### src/rtl/pcap_pkg.sv
package pcap_pkg;

    typedef enum logic [1:0] {
        EV_NONE  = 2'd0,
        EV_LEAD  = 2'd1,
        EV_TRAIL = 2'd2
    } pcap_ev_e;

    typedef struct packed {
        logic active_low;
        logic clr_on_cap;
    } pcap_cfg_t;

    function automatic pcap_ev_e pcap_classify(input logic now_lvl,
                                               input logic old_lvl,
                                               input logic primed);
        if (!primed || now_lvl == old_lvl) return EV_NONE;
        return now_lvl ? EV_LEAD : EV_TRAIL;
    endfunction

endpackage

### src/rtl/pcap_sync_edge.sv
module pcap_sync_edge
    import pcap_pkg::*;
#(
    parameter int SYNC_STAGES = 2
) (
    input  logic      clk_i,
    input  logic      rst_i,
    input  logic      pin_i,
    input  logic      active_low_i,
    output pcap_ev_e  ev_o
);
    localparam int LAST = SYNC_STAGES - 1;

    logic [LAST:0] chain_q;
    logic          level;
    logic          prev_q;
    logic          primed_q;

    generate
        if (SYNC_STAGES == 1) begin : g_one
            always_ff @(posedge clk_i) begin
                if (rst_i) chain_q <= '0;
                else       chain_q <= pin_i;
            end
        end else begin : g_chain
            always_ff @(posedge clk_i) begin
                if (rst_i) chain_q <= '0;
                else       chain_q <= {chain_q[LAST-1:0], pin_i};
            end
        end
    endgenerate

    assign level = chain_q[LAST] ^ active_low_i;

    always_ff @(posedge clk_i) begin
        if (rst_i) begin
            prev_q   <= 1'b0;
            primed_q <= 1'b0;
        end else begin
            prev_q   <= level;
            primed_q <= 1'b1;
        end
    end

    assign ev_o = pcap_classify(level, prev_q, primed_q);

    assert_edge_is_change_R1: assert property (@(posedge clk_i) disable iff (rst_i)
        (ev_o == EV_LEAD) |=> prev_q);

endmodule

### src/rtl/pcap_timer.sv
module pcap_timer #(
    parameter int TW = 16
) (
    input  logic          clk_i,
    input  logic          rst_i,
    input  logic          cap_i,
    input  logic          restart_en_i,
    output logic [TW-1:0] tmr_o
);
    localparam logic [TW-1:0] ONE = TW'(1);

    always_ff @(posedge clk_i) begin
        if (rst_i)                      tmr_o <= '0;
        else if (cap_i && restart_en_i) tmr_o <= ONE;
        else                            tmr_o <= tmr_o + ONE;
    end

endmodule

### src/rtl/pcap_capture.sv
module pcap_capture
    import pcap_pkg::*;
#(
    parameter int TW = 16
) (
    input  logic          clk_i,
    input  logic          rst_i,
    input  pcap_ev_e      ev_i,
    input  logic [TW-1:0] tmr_i,
    input  logic          restart_en_i,
    input  logic          irq_clr_i,
    output logic [TW-1:0] lead_o,
    output logic [TW-1:0] trail_o,
    output logic [TW-1:0] width_o,
    output logic          irq_o,
    output logic          ovr_o
);
    logic is_trail;
    assign is_trail = (ev_i == EV_TRAIL);

    always_ff @(posedge clk_i) begin
        if (rst_i) begin
            lead_o  <= '0;
            trail_o <= '0;
            width_o <= '0;
        end else begin
            if (ev_i == EV_LEAD) lead_o <= tmr_i;
            if (is_trail) begin
                trail_o <= tmr_i;
                width_o <= restart_en_i ? tmr_i : TW'(tmr_i - lead_o);
            end
        end
    end

    always_ff @(posedge clk_i) begin
        if (rst_i) begin
            irq_o <= 1'b0;
            ovr_o <= 1'b0;
        end else begin
            irq_o <= is_trail | (irq_o & ~irq_clr_i);
            ovr_o <= ~irq_clr_i & (ovr_o | (is_trail & irq_o));
        end
    end

    assert_irq_from_trail_R3: assert property (@(posedge clk_i) disable iff (rst_i)
        (!irq_o ##1 irq_o) |-> $past(ev_i) == EV_TRAIL);

    assert_lead_no_irq_R3: assert property (@(posedge clk_i) disable iff (rst_i)
        (ev_i == EV_LEAD && !irq_o) |=> !irq_o);

    assert_width_mod_R4: assert property (@(posedge clk_i) disable iff (rst_i)
        (is_trail && !restart_en_i) |=> width_o == TW'(trail_o - lead_o));

    assert_width_direct_R5: assert property (@(posedge clk_i) disable iff (rst_i)
        (is_trail && restart_en_i) |=> width_o == trail_o);

    assert_overrun_R7: assert property (@(posedge clk_i) disable iff (rst_i)
        (is_trail && irq_o && !irq_clr_i) |=> ovr_o);

    assert_irq_hold_R8: assert property (@(posedge clk_i) disable iff (rst_i)
        (irq_o && !irq_clr_i) |=> irq_o);

    assert_trail_wins_R9: assert property (@(posedge clk_i) disable iff (rst_i)
        (is_trail && irq_clr_i) |=> (irq_o && !ovr_o));

endmodule

### src/rtl/pcap_edge_timer.sv
module pcap_edge_timer
    import pcap_pkg::*;
#(
    parameter int TW = 16
) (
    input  logic          clk_i,
    input  logic          rst_i,
    input  logic          pin_i,
    input  logic          active_low_i,
    input  logic          clr_on_cap_i,
    input  logic          irq_clr_i,
    output logic [TW-1:0] lead_cap_o,
    output logic [TW-1:0] trail_cap_o,
    output logic [TW-1:0] width_o,
    output logic          irq_o,
    output logic          ovr_o
);
    pcap_cfg_t     cfg;
    pcap_ev_e      ev;
    logic [TW-1:0] tmr;

    assign cfg.active_low = active_low_i;
    assign cfg.clr_on_cap = clr_on_cap_i;

    pcap_sync_edge #(.SYNC_STAGES(2)) u_sync (
        .clk_i        (clk_i),
        .rst_i        (rst_i),
        .pin_i        (pin_i),
        .active_low_i (cfg.active_low),
        .ev_o         (ev)
    );

    pcap_timer #(.TW(TW)) u_tmr (
        .clk_i        (clk_i),
        .rst_i        (rst_i),
        .cap_i        (ev != EV_NONE),
        .restart_en_i (cfg.clr_on_cap),
        .tmr_o        (tmr)
    );

    pcap_capture #(.TW(TW)) u_cap (
        .clk_i        (clk_i),
        .rst_i        (rst_i),
        .ev_i         (ev),
        .tmr_i        (tmr),
        .restart_en_i (cfg.clr_on_cap),
        .irq_clr_i    (irq_clr_i),
        .lead_o       (lead_cap_o),
        .trail_o      (trail_cap_o),
        .width_o      (width_o),
        .irq_o        (irq_o),
        .ovr_o        (ovr_o)
    );

endmodule

### config.mk
export PLATFORM = sky130hd
export DESIGN_NAME = pcap_edge_timer
export DESIGN_NICKNAME = d
export VERILOG_FILES = /design/src/rtl/pcap_pkg.sv /design/src/rtl/pcap_sync_edge.sv /design/src/rtl/pcap_timer.sv /design/src/rtl/pcap_capture.sv /design/src/rtl/pcap_edge_timer.sv
export SDC_FILE = /design/constraint.sdc
export NUM_CORES = 1
export LEC_CHECK = 0
export BUFFER_PORTS_ARGS = -buffer_cell sky130_fd_sc_hd__buf_4
export CORE_ASPECT_RATIO = 1.75
export CORE_MARGIN = 1
export CORE_UTILIZATION = 30
export DETAILED_ROUTE_END_ITERATION = 8
export PLACE_DENSITY = 0.5
export REMOVE_ABC_BUFFERS = 1
export SKIP_LAST_GASP = 1
export SYNTH_ARGS = -nofsm -noshare
export SYNTH_HDL_FRONTEND = slang
export SYNTH_SLANG_ARGS = --single-unit
### constraint.sdc
create_clock -name clk_i -period 2.25 [get_ports clk_i]
set_input_delay 0.1125 -clock clk_i [delete_from_list [all_inputs] [get_ports clk_i]]
set_output_delay 0.1125 -clock clk_i [all_outputs]
set_load 0.01 [all_outputs]
* Word level (Yosys, flattened, before mapping) *
Index checks and enable logic that the tools add are counted.

word-level totals
  bits in registers = 70
  bits in latches = 0
  memory bits (writable) = 0
  ROM bits = 0
  bits of input ports = 6
  output and inout port bits = 50
  logic and storage cells = 34
  memories kept = 0

operators by class
  $add $sub $neg = 2
  $mul = 0
  divide/modulo/power cells = 0
  $lt $le $gt $ge = 0
  eq/ne operators = 3
  shift operators = 0
  muxes and demuxes = 7
  bitwise logic cells = 7
  reductions and logical operators = 5

operators with widths
  kind                                                              count
  16-bit by 1-bit adder with 16-bit output (second input constant)  1
  16-bit 2-to-1 mux                                                 1
  16-bit subtractor                                                 1
  2-bit 2-to-1 mux                                                  3
  1-bit bitwise AND                                                 3
  1-bit 2-to-1 mux                                                  3
  2-bit by 1-bit == test with 1-bit output (second input constant)  1
  2-bit == test (second input constant)                             1
  1-bit bitwise OR                                                  2
  2-bit nonzero test                                                1
  2-bit OR reduction                                                1
  1-bit == test                                                     1
  1-bit logical AND                                                 1
  1-bit logical NOT                                                 1
  1-bit logical OR                                                  1
  1-bit inverter                                                    1
  1-bit XOR                                                         1

* Logic depth before layout (Yosys ltp) *
  word-level depth = 9
  depth in mapped cells = 10
  depth with buffers taken out = 9

* By module *
A second synthesis with hierarchy kept.

unflattened totals
  cell total of the unflattened synthesis = 462
  area, all modules = 3,641.0 µm²

by module, submodules not included
  module           instances  cells an instance  area an instance (µm²)  seq. area each (µm²)
  pcap_capture     1          366                2,771.4                 1,001.0
  pcap_timer       1          84                 740.7                   320.3
  pcap_sync_edge   1          11                 122.6                   80.1
  pcap_edge_timer  1          1                  6.3                     0.0

* Worst setup path after synthesis *
OpenSTA, ideal clock, no wires.

  path type = register to register
  start = reg u_tmr.tmr_o[0]
  end = reg u_cap.width_o[12]
  arrival = 2,056 ps
  data required time = 2,164 ps
  setup slack = 108 ps
  cell stages (with the launch flop) = 11
  buffers on the path = 1
  period minus slack after synthesis = 2,142 ps
  cells stage by stage = dfxtp_1 > clkbuf_1 > inv_1 > ha_1 > fa_1 > nand2b_1 > a21oi_1 > a211o_1 > a31oi_1 > xor2_1 > a211oi_1

between the ends
  longest elaborated chain between the ends = 2

ends and longest elaborated chain
  element                 line                source
  from (decl)             pcap_timer.sv:8     output logic [TW-1:0] tmr_o
  from (signal assigned)  pcap_timer.sv:15    else tmr_o <= tmr_o + ONE;
  16-bit subtractor       pcap_capture.sv:30  width_o <= restart_en_i ? tmr_i : TW'(tmr_i - lead_o);
  16-bit 2-to-1 mux       pcap_capture.sv:30
  to (signal assigned)    pcap_capture.sv:30
  to (decl)               pcap_capture.sv:14  output logic [TW-1:0] width_o,

Every way passes these cells.
A chain may end at the register's enable or synchronous reset.

* Worst setup path in the final report *
  start = reg u_tmr.tmr_o[0]
  end = reg u_cap.width_o[14]

Same word-level chain as after synthesis.

==> report_table.html <==
<table>
<tr><th>Metric</th><th>Value</th></tr>
<tr><th colspan="2">Place</th></tr>
<tr><td>Gpl congestion</td><td>about 0.85</td></tr>
<tr><td>Pre-CTS WS</td><td>approximately 68 ps</td></tr>
<tr><td>Post-DP HPWL</td><td>7255 um</td></tr>
<tr><td>Placed instance area</td><td>4095 um^2</td></tr>
<tr><td>Number of port buffers</td><td>55</td></tr>
<tr><td>Number of placed instances with taps included</td><td>617</td></tr>
<tr><th colspan="2">Global route</th></tr>
<tr><td>Largest net degree at the start of global routing</td><td>30</td></tr>
<tr><td>First-pass GRT wire length</td><td>16250 um</td></tr>
<tr><td>Number of antenna violations at the first check in global routing</td><td>0</td></tr>
<tr><td>Number of global-route vias before repair</td><td>3236</td></tr>
<tr><td>Global Route Usage Sum</td><td>17.42%</td></tr>
<tr><td>Total congestion overflow after global routing</td><td>0</td></tr>
<tr><th colspan="2">Layout</th></tr>
<tr><td>Fraction of final layout cells sized beyond drive strength 1</td><td>21.36%</td></tr>
<tr><td>Diodes inserted</td><td>0</td></tr>
<tr><td>Fill cell instance count of the final layout</td><td>~1200</td></tr>
<tr><td>Final #Nets</td><td>519</td></tr>
<tr><td>Area of all sequential standard cells</td><td>1403 um^2</td></tr>
<tr><td>Area added between synthesis and finish</td><td>27.33%</td></tr>
<tr><td>Non-filler cells, final</td><td>636</td></tr>
<tr><td>Final Util</td><td>roughly two fifths</td></tr>
<tr><td>Final std cell area, no fill</td><td>4488 um^2</td></tr>
<tr><td>Area used by multi-input combinational logic</td><td>1899 um^2</td></tr>
<tr><th colspan="2">Pwr</th></tr>
<tr><td>Design internal power</td><td>2.503 mW</td></tr>
<tr><td>Reported net switching power</td><td>~750 uW</td></tr>
<tr><td>Leakage power figure</td><td>1.868 nW</td></tr>
<tr><td>Clock power share</td><td>51.0%</td></tr>
<tr><td>Total power divided by cell area</td><td>between 700 and 800 nW/um^2</td></tr>
<tr><td>Switching share of power</td><td>23.17%</td></tr>
<tr><td>Maximum ir drop on the vdd rail</td><td>between 0.3 and 0.4 mV</td></tr>
<tr><td>Power after layout</td><td>3.257 mW</td></tr>
<tr><td>Portion of total power attributed to sequential cells</td><td>between 30% and 40%</td></tr>
<tr><td>Combinational fraction of design power</td><td>9.7%</td></tr>
<tr><th colspan="2">Synth</th></tr>
<tr><td>Ranking of synthesized cells by area</td><td>dfxtp_1, nand2_1, a21oi_1</td></tr>
<tr><td>Post-Synthesis Cells</td><td>434</td></tr>
<tr><td>Library cell with the highest instance count after synthesis</td><td>nand2_1</td></tr>
<tr><td>Synthesized area per cell</td><td>8.121 um^2</td></tr>
<tr><td>Synthesis-stage register bit count</td><td>70</td></tr>
<tr><td>Synth top area share</td><td>39.76%</td></tr>
<tr><td>Share of synthesized area occupied by flip-flops and latches</td><td>roughly two fifths</td></tr>
<tr><td>Prevailing post-synth register cell</td><td>dfxtp_1</td></tr>
<tr><td>Synth warn</td><td>0</td></tr>
<tr><td>Post-synth top area cell</td><td>dfxtp_1</td></tr>
<tr><td>Commonest cells in the netlist</td><td>nand2_1, dfxtp_1, a21oi_1</td></tr>
<tr><td>Post-synthesis cell type count</td><td>49</td></tr>
<tr><td>Post-synth design cell area</td><td>3525 um^2</td></tr>
<tr><td>Async S/R FF share, synth</td><td>0%</td></tr>
<tr><td>EDFF count, synth</td><td>0</td></tr>
<tr><th colspan="2">Timing</th></tr>
<tr><td>Hold slack</td><td>111.6 ps</td></tr>
<tr><td>Number of max-slew violations in the final report</td><td>0</td></tr>
<tr><td>Unrepaired setup endpoints after global routing</td><td>no</td></tr>
<tr><td>Setup TNS after final layout</td><td>0 ps</td></tr>
<tr><td>Worst slew slack as a fraction of its limit</td><td>around 66%</td></tr>
<tr><td>Post-layout minimum cycle time</td><td>2083 ps</td></tr>
<tr><td>Final count of hold timing violations</td><td>0</td></tr>
<tr><td>Final clock skew</td><td>5.636 ps</td></tr>
<tr><td>Maximum clock frequency</td><td>approximately 480 MHz</td></tr>
<tr><td>Setup ws final</td><td>166.6 ps</td></tr>
<tr><td>Final setup violation count</td><td>0</td></tr>
<tr><td>Ratio of final minimum period to clock period</td><td>92.59%</td></tr>
<tr><td>Slew at the pin closest to its max-slew limit</td><td>just over 500 ps</td></tr>
<tr><th colspan="2">CTS</th></tr>
<tr><td>Number of clock sinks</td><td>70</td></tr>
<tr><td>Clock insertion delay at the later pin of the skew report</td><td>330 ps</td></tr>
<tr><td>Largest buffer count on any clock path</td><td>2</td></tr>
<tr><td>Clock tree from TritonCTS</td><td>done</td></tr>
<tr><td>Number of levels the H-tree was split into</td><td>3</td></tr>
<tr><td>Clock transition at the register clock pins on the worst setup and hold paths after CTS</td><td>60 ps</td></tr>
<tr><td>Number of buffers created by CTS</td><td>9</td></tr>
<tr><td>Clock Tree Root</td><td>clkbuf_16</td></tr>
<tr><th colspan="2">Route</th></tr>
<tr><td>Final antenna-violating net count</td><td>0</td></tr>
<tr><td>Overall via count from detail_route</td><td>3202</td></tr>
<tr><td>Remaining routing DRC violations</td><td>3</td></tr>
<tr><td>Vias/cell</td><td>between 5 and 6</td></tr>
<tr><td>Initial drt markers</td><td>150</td></tr>
<tr><td>Total routed wirelength</td><td>10080 um</td></tr>
<tr><td>First drt pass iteration count</td><td>6</td></tr>
<tr><td>WL/cell</td><td>15.84 um</td></tr>
<tr><th colspan="2">Setup path</th></tr>
<tr><td>List of cells traversed by the critical path</td><td>inv_1 &gt; ha_1 &gt; fa_2 &gt; nand2b_1 &gt; a21oi_1 &gt; a211o_1 &gt; a31oi_1 &gt; xor2_1 &gt; a211oi_1</td></tr>
<tr><td>Delay of the slowest cell on the worst path</td><td>360 ps</td></tr>
<tr><td>Required @ worst endpoint</td><td>~2500 ps</td></tr>
<tr><td>CP Max Fanout</td><td>5</td></tr>
<tr><td>Critical-path cell with the highest stage delay</td><td>fa_2</td></tr>
<tr><td>Critical path capture point type</td><td>flip-flop</td></tr>
<tr><td>Startpoint Class</td><td>flip-flop</td></tr>
<tr><td>Crit Path Class</td><td>reg -&gt; reg</td></tr>
<tr><td>Worst endpoint data arrival time</td><td>2330 ps</td></tr>
<tr><th colspan="2">Die</th></tr>
<tr><td>Die area</td><td>12200 um^2</td></tr>
<tr><td>Floorplan row count</td><td>52</td></tr>
<tr><td>Initial cell density of the core</td><td>30.61%</td></tr>
<tr><td>Chip Height</td><td>between 100 and 150 um</td></tr>
<tr><td>Area of the core</td><td>11520 um^2</td></tr>
<tr><td>I/O pin count</td><td>between 50 and 60</td></tr>
<tr><td>DIE WIDTH</td><td>83.94 um</td></tr>
<tr><th colspan="2">Run status</th></tr>
<tr><td>Violated checks</td><td>design-rule violations</td></tr>
<tr><td>Run status</td><td>finished with violations</td></tr>
<tr><th colspan="2">Job</th></tr>
<tr><td>Max-Cap Viols</td><td>0</td></tr>
<tr><th colspan="2">Min path</th></tr>
<tr><td>Worst min path class</td><td>in -&gt; reg</td></tr>
</table>
power groups by stage:
| stage | logic [mW] | registers (mW) | clock network, mW |
|---|---|---|---|
| 6_report | 0.317 | 1.28 | 1.66 |
| 5_1_grt | 0.348 | 1.28 | 1.75 |
| 4_1_cts | 0.312 | 1.28 | 1.69 |
| 3_5_place_dp | 0.308 | 1.31 | 0 |
| 3_3_place_gp | 0.305 | 1.31 | 0 |
| 2_1_floorplan | 0.168 | 1.31 | 0 |
sequential cells by signal (all words and copies together), names as in the netlist:
| name | count |
|---|---|
| u_sync.prev_q | 1 |
| u_sync.chain_q | 2 |
| u_cap.ovr_o | 1 |
| u_tmr.tmr_o | 16 |
| u_sync.primed_q | 1 |
| u_cap.lead_o | 16 |
| u_cap.irq_o | 1 |
| u_cap.trail_o | 16 |
| u_cap.width_o | 16 |
layout make-up:
class | count | area share (%)
Inverter | 19 | 1.589
Clock inverter | 6 | 2.425
Tap cell | 135 | 3.764
Sequential cell | 70 | 31.25
Clock buffer | 10 | 5.325
Multi-Input combinational cell | 317 | 42.32
Timing Repair Buffer | 79 | 13.33
critical path: cells and delay by family, from the launching register on:
family                   cells  cell delay, ps
buffers and inverters        1              40
AO/OA/AOI/OAI                4             720
AND/OR/NAND/NOR              1             170
adder cells (fa/ha/maj)      2             580
flip-flops                   1             320
XOR/XNOR                     1             160
cell families (layout without fill, tap and decap cells):
kind of cell / after synthesis / after routing / share of synthesized area, %
simple gates: 158 / 158 / 19.91
xor+xnor: 31 / 31 / 7.917
fa+ha+maj: 17 / 17 / 6.248
buf+inv: 47 / 114 / 6.815
compound gates: 107 / 107 / 18.21
flops: 70 / 70 / 39.76
mux: 4 / 4 / 1.136
repair_timing:
item,in CTS,in global routing
hold endpoints to repair,2,0
setup buffers,0,1
setup endpoints to repair,0,4
hold buffers,2,0
gates resized for setup,0,5
path summary, 6_finish.rpt:
| path | startpoint | end | slack, ps | cells after the start |
|---|---|---|---|---|
| hold reg to reg | u_cap.trail_o[14]$_SDFFE_PP0N_ | u_cap.trail_o[14]$_SDFFE_PP0N_ | 450 | 2 |
| hold / removal | active_low_i | u_sync.prev_q$_SDFF_PP0_ | 110 | 3 |
| setup / recovery | u_tmr.tmr_o[0]$_SDFF_PP0_ | u_cap.width_o[14]$_SDFFE_PP0N_ | 170 | 9 |
| setup reg to reg | u_tmr.tmr_o[0]$_SDFF_PP0_ | u_cap.width_o[14]$_SDFFE_PP0N_ | 170 | 9 |
cell usage in the layout (no fill, tap or decap), types with 8 or more instances in the layout:
cell type	Yosys	final
nor2_1	31	31
a21oi_1	56	56
a211oi_1	9	9
o21ai_0	18	17
nand2_1	85	85
ha_1	16	15
nand3_1	11	11
clkbuf_16	0	9
buf_4	2	77
xor2_1	21	21
dfxtp_1	70	69
nand3b_1	8	8
xnor2_1	9	9
inv_1	18	18
routing by layer:
layer / routed length, um / track usage (%) / share of wire (%)
met1: 3680 / 16.99 / 37
met2: 5613 / 33.57 / 56
met3: 438 / 3.347 / 4.3
met4: 343 / 9.483 / 3.4
met5: 0 / 0 / 0
(Power assumes the default switching activity.)
